`src/rtl/subword_merge.sv`:
```
module subword_merge #(
  parameter int W = 32
) (
  input  logic         clk,
  input  logic         rst_n,
  input  logic         in_valid,
  input  logic [W-1:0] res,
  input  logic [W-1:0] old_dst,
  input  logic [W-1:0] src1,
  input  logic [1:0]   size,
  input  logic [1:0]   policy,
  output logic [W-1:0] out_data,
  output logic         out_valid
);
  localparam int BW = W / 4;
  localparam int HW = W / 2;

  logic [W-1:0] fill_byte, fill_word, upper_src, merged;

  assign fill_byte = {W{res[BW-1]}};
  assign fill_word = {W{res[HW-1]}};

  always_comb begin
    case (policy)
      2'b00:   upper_src = old_dst;
      2'b01:   upper_src = src1;
      2'b10:   upper_src = '0;
      default: upper_src = (size == 2'b00) ? fill_byte : fill_word;
    endcase
  end

  always_comb begin
    case (size)
      2'b00:   merged = {upper_src[W-1:BW], res[BW-1:0]};
      2'b01:   merged = {upper_src[W-1:HW], res[HW-1:0]};
      default: merged = res;
    endcase
  end

  always_ff @(posedge clk) begin
    if (!rst_n) begin
      out_valid <= 1'b0;
      out_data  <= '0;
    end else begin
      out_valid <= in_valid;
      if (in_valid) out_data <= merged;
    end
  end

  assert_valid_rise_R2: assert property (@(posedge clk) disable iff (!rst_n)
    in_valid |=> out_valid);
  assert_valid_drop_R2: assert property (@(posedge clk) disable iff (!rst_n)
    !in_valid |=> !out_valid);
  assert_byte_keep_R3: assert property (@(posedge clk) disable iff (!rst_n)
    (in_valid && size == 2'b00 && policy == 2'b00) |=> out_data[W-1:BW] == $past(old_dst[W-1:BW]));
  assert_zero_upper_R6: assert property (@(posedge clk) disable iff (!rst_n)
    (in_valid && size == 2'b00 && policy == 2'b10) |=> out_data[W-1:BW] == '0);
  assert_long_pass_R8: assert property (@(posedge clk) disable iff (!rst_n)
    (in_valid && size[1]) |=> out_data == $past(res));
  assert_idle_hold_R9: assert property (@(posedge clk) disable iff (!rst_n)
    !in_valid |=> $stable(out_data));
endmodule

```
`config.mk`:
```
export PLATFORM = sky130hd
export DESIGN_NAME = subword_merge
export DESIGN_NICKNAME = d
export VERILOG_FILES = /design/src/rtl/subword_merge.sv
export SDC_FILE = /design/constraint.sdc
export NUM_CORES = 1
export LEC_CHECK = 0
export CAP_MARGIN = 25
export CORE_MARGIN = 2
export CORE_UTILIZATION = 30
export CTS_CLUSTER_DIAMETER = 100
export DETAILED_ROUTE_END_ITERATION = 7
export HOLD_SLACK_MARGIN = 0.05
export PLACE_DENSITY = 0.76
export SLEW_MARGIN = 30
export SYNTH_ARGS = -nofsm -noshare
export SYNTH_HDL_FRONTEND = slang
export SYNTH_SLANG_ARGS = --single-unit
export TNS_END_PERCENT = 30
```
`constraint.sdc`:
```
create_clock -name clk -period 1.15 [get_ports clk]
set_input_delay 0.23 -clock clk [delete_from_list [all_inputs] [get_ports clk]]
set_output_delay 0.23 -clock clk [all_outputs]
set_load 0.01 [all_outputs]
```
**Yosys cells after proc, flatten, opt, wreduce, memory -nomap -nowiden**

Cells that the tools add are included.

- Multipliers: 0
- Add/sub/neg operators: 0
- Equality and inequality tests: 3
- Bitwise logic cells: 0
- Mux-type cells: 3
- $lt $le $gt $ge: 0
- Reductions and logical operators: 2
- Divide/modulo/power cells: 0
- Shift operators: 0

Operator list:

| kind | count |
|---|---|
| case mux 32 bit (3 select lines) | 1 |
| case mux 32 bit (2 select lines) | 1 |
| 2-to-1 mux 32 bit | 1 |
| equality test 2 x 1 -> 1 bit (second input constant) | 2 |
| zero test 2 bit | 2 |
| equality test 2 bit (second input constant) | 1 |

- Memory bits (read-only): 0
- Output and inout port bits: 33
- Bits in writable memories: 0
- Latch bits: 0
- Flip-flop bits (word level): 33
- Memories kept: 0

**Longest topological paths before layout**

- Word-level depth: 4
- Gate-level depth with buffers: 6
- Gate-level depth less buffers: 4

**Least setup slack after synthesis**

Ideal clock, no wire load.

- Kind: input-to-reg
- Start: in policy[1]
- End: reg out_data[22]
- Cell stages on the path: 6
- Arrival time: 978 ps
- Buffers on the path: 2
- Setup time: 136 ps
- Path slack: 36 ps
- Path through: buf_6 clkbuf_2 o21ai_0 a21bo_1 nand2_1 a31oi_1

- Word-level cells in the longest chain between the ends: 3
- Elaborated cells on any way between the ends: 5
- Classes of those cells: eq/ne (2); mux (2); reduce/logical (1)

Ends and longest elaborated chain:

| element | RTL line | text |
|---|---|---|
| start: declaration | 11 | `input logic [1:0] policy,` |
| equality test 2 bit (tied with other cells) | 24 | `case (policy)` |
| case mux 32 bit (3 select lines) (*) | 24 |  |
| case mux 32 bit (2 select lines) (*) | 33 | `case (size)` |
| end signal: assignment | 46 | `if (in_valid) out_data <= merged;` |
| end: declaration | 12 | `output logic [W-1:0] out_data,` |

Mark *: on every way between the ends. The rest lies on a longest branch, timed or not.
A chain may end at the register's enable or synchronous reset.

**Worst setup path after layout**

- Start: reg out_data[15]
- End: out out_data[15]

No word-level cell between the ends.

==> flow_metrics.py <==
metrics = {
    "placed_design": {
        "port_buffers": 119,
        "place_congestion": 0.8128,
        "place_ws_ns": -0.5277,
        "dp_hpwl_um": 4200,
        "place_inst": 402,
    },
    "sta": {
        "fmax_mhz": 895.3,
        "setup_ws_ns": 0.03301,
        "tns_ns": 0,
        "clock_skew_ns": 0,
        "slew_viol_final": 0,
        "finalHoldViolations": 0,
        "finalCritPeriodShare": 0.9713,
        "slew_headroom": 0.8292,
        "finalSetupViolations": 0,
        "finalCriticalPeriod_ns": 1.117,
        "tightestPinTransition_ns": 0.2562,
    },
    "finish": {
        "num-fill-cells": 566,
        "area_delta_synth_final_pct": 83.92,
        "antenna_cells": 0,
        "fin_cells": 413,
        "layout-drive-gt1-share": 0.1420,
        "fin_util": 0.5635,
        "layout.nets": 440,
    },
    "drt": {
        "routed_wl_um": 5922,
        "drt-wirelength-per-cell_um": 14.34,
        "drc_errors": 0,
        "via_count": 2021,
        "drt_first_pass_iters": 4,
        "via_per_inst": 4.893,
        "dr.first_iter.drc_count": 59,
        "ant_nets": 0,
    },
    "critical_path": {
        "path_cells": "dlygate4sd2_1",
        "crit_arrival_ns": 0.89,
        "r2r_cells": 2,
        "worstSetupPathType": "flop to output pin",
        "reg2reg_slack_ns": 0.49,
        "critPathTopFamily": "flip-flops",
        "cp_max_fo": 2,
        "cp-startpoint": "out_data[15]",
        "rr_endpoint": "out_data[15]",
        "timing.critical_path.slowest_cell_delay_ns": 0.32,
        "cp.required_ns": 0.92,
        "crit_path_end": "out_data[15]",
        "critical_path_buf_inv_count": 1,
        "cp_slowest_cell": "dfxtp_1",
        "cp.depth": 1,
        "endpoint_kind": "output pin",
        "cp-start-kind": "flop",
        "r2r-start": "out_data[15]",
    },
    "worst_hold_path": {
        "holdPathStages": 3,
        "min_from": "in_valid",
        "hold_path_class": "input port to flop",
    },
    "pwr": {
        "pwr-share-seq": 0.404,
        "internal_power_mw": 2.323,
        "clockPowerShare": 0.304,
        "power.leakage_nw": 1.405,
        "p_comb_frac": 0.292,
        "swShare": 0.2539,
        "irDropWorstVdd_uv": 487.2,
        "power_density_nw_per_um2": 950.2,
        "switchingPower_mw": 0.7906,
    },
    "clocking": {
        "clk_pin_slew_ns": 0.07,
        "clockBufferDepth": 2,
        "numClockSinks": 33,
        "insertion_delay_ns": 0.27,
        "ctsRootBufferMaster": "clkbuf_8",
        "cts_made_buffers": 5,
        "htreeDepth": 2,
        "cts_hold_buf": 0,
        "cts_tree": "built",
    },
    "run_status": {
        "outcome": "completed",
    },
    "global_routing": {
        "grtUsageTotal": 0.1711,
        "grt-ovfl-total": 0,
        "grt_max_degree": 34,
        "antenna_found_initial": 0,
        "grt_pass1_wl_um": 8742,
        "grt_pass1_vias": 1913,
    },
    "die": {
        "die_x_um": 81.07,
        "die_area_um2": 6572,
        "die_y_um": 81.07,
        "core_region_area_um2": 5816,
        "core.rowCount": 28,
        "start_util": 0.3064,
        "pin_count": 136,
    },
    "logic_synthesis": {
        "yosysWarningCount": 0,
        "yosys-top-cells-area": "dfxtp_1 37%, o21ai_0 12%, nand2_1 8.4%, a31oi_1 8.1%, a21bo_2 7.9%",
        "yosysSeqAreaShare": 0.3708,
        "syn_nets": 317,
        "yosys.cell_count.top_type": "o21ai_0",
        "synth_ff_type": "dfxtp_1",
        "async_flop_share": 0,
        "synth_area_um2": 1782,
        "ys_top_cells_by_count": "41 x o21ai_0, 40 x nand2_1, 33 x dfxtp_1, 23 x a31oi_1, 15 x nor2b_1",
        "synth_edf_count": 0,
        "synth.avg_cell_area_um2": 8.326,
        "synth-seq-cells": 33,
        "synthDistinctLibCells": 25,
        "yosysTopAreaCellShare": 0.3708,
        "synthCells": 214,
        "yosysTopAreaCell": "dfxtp_1",
    },
    "flow_run": {
        "maxCapViolCount": 0,
    },
}
==> flip-flops by register name (all words and copies together), names as in the netlist <==
register,count
out_data,32
out_valid,1
==> worst reg2reg max path: cells and delay by family, from the launching register on <==
| family | cells | cell delay [ns] |
|---|---|---|
| AOI/OAI and AO/OA | 2 | 0.24 |
| DFF | 1 | 0.30 |
==> cell families (layout without fill, tap and decap cells) <==
group / count (synthesis) / count (layout) / share of synthesized area
compound gates: 92 / 92 / 0.3497
simple gates: 60 / 60 / 0.1643
flops: 33 / 33 / 0.3708
mux: 9 / 9 / 0.05056
buf+inv: 20 / 144 / 0.06460
==> worst min path at each step <==
stage	to	slack, ns
2_1_floorplan	out_data[23]	0.37
3_3_place_gp	out_data[7]	0.49
3_5_place_dp	out_data[0]	0.51
4_1_cts	out_data[14]	0.40
5_1_grt	out_data[13]	0.40
6_report	out_data[14]	0.40
==> what timing repair did <==
item,4_1_cts,5_1_grt
setup endpoints to repair,57,38
resized for setup,35,24
setup buffers,0,1
cloned,0,2
pin swaps,3,4
==> power by group through the flow <==
stage,Combinational [mW],Clock (mW),Sequential (mW)
2_1_floorplan,0.326,0,1.32
3_3_place_gp,0.912,0,1.28
3_5_place_dp,0.925,0,1.29
4_1_cts,0.870,0.977,1.26
5_1_grt,0.987,1.03,1.27
6_report,0.908,0.948,1.26
==> area by class of cell <==
| class | count | area (um2) | area share |
|---|---|---|---|
| Clock buffer | 7 | 96.34 | 0.02940 |
| Clock inverter | 1 | 5.005 | 0.001527 |
| Inverter | 1 | 3.754 | 0.001145 |
| Multi-Input combinational cell | 161 | 1012 | 0.3089 |
| Sequential cell | 33 | 660.6 | 0.2016 |
| Tap cell | 75 | 93.84 | 0.02864 |
| Timing Repair Buffer | 135 | 1405 | 0.4288 |
==> cells in the final DEF, fill, tap and decap left out, drive strengths merged, types with 9 or more instances in the layout <==
cell type,synthesis,routed
clkdlybuf4s50,0,79
o21ai,41,41
nand2,40,40
dfxtp,33,33
a31oi,24,24
dlygate4sd2,0,19
a21bo,16,16
nor2b,15,15
buf,9,15
clkdlybuf4s15,0,14
clkbuf,10,11
mux2i,9,9
==> through the flow <==
step / hold WS, ns / power, mW / instance area [um2]
global placement: 0.4945 / 2.195 / 3123
finish: 0.3956 / 3.114 / 3277
floorplan: 0.3683 / 1.649 / 1782
CTS: 0.3964 / 3.104 / 3181
global route: 0.4008 / 3.283 / 3277
detailed placement: 0.5093 / 2.211 / 3123
==> routing by layer <==
metal  track usage  share of wire  up-vias
met5             0              0        -
met4       0.04746          0.010        0
met3       0.05667          0.079        4
met2        0.3124           0.50       79
met1        0.1886           0.41      926
li1              -              -     1012
Power figures use the tool's default switching activity.
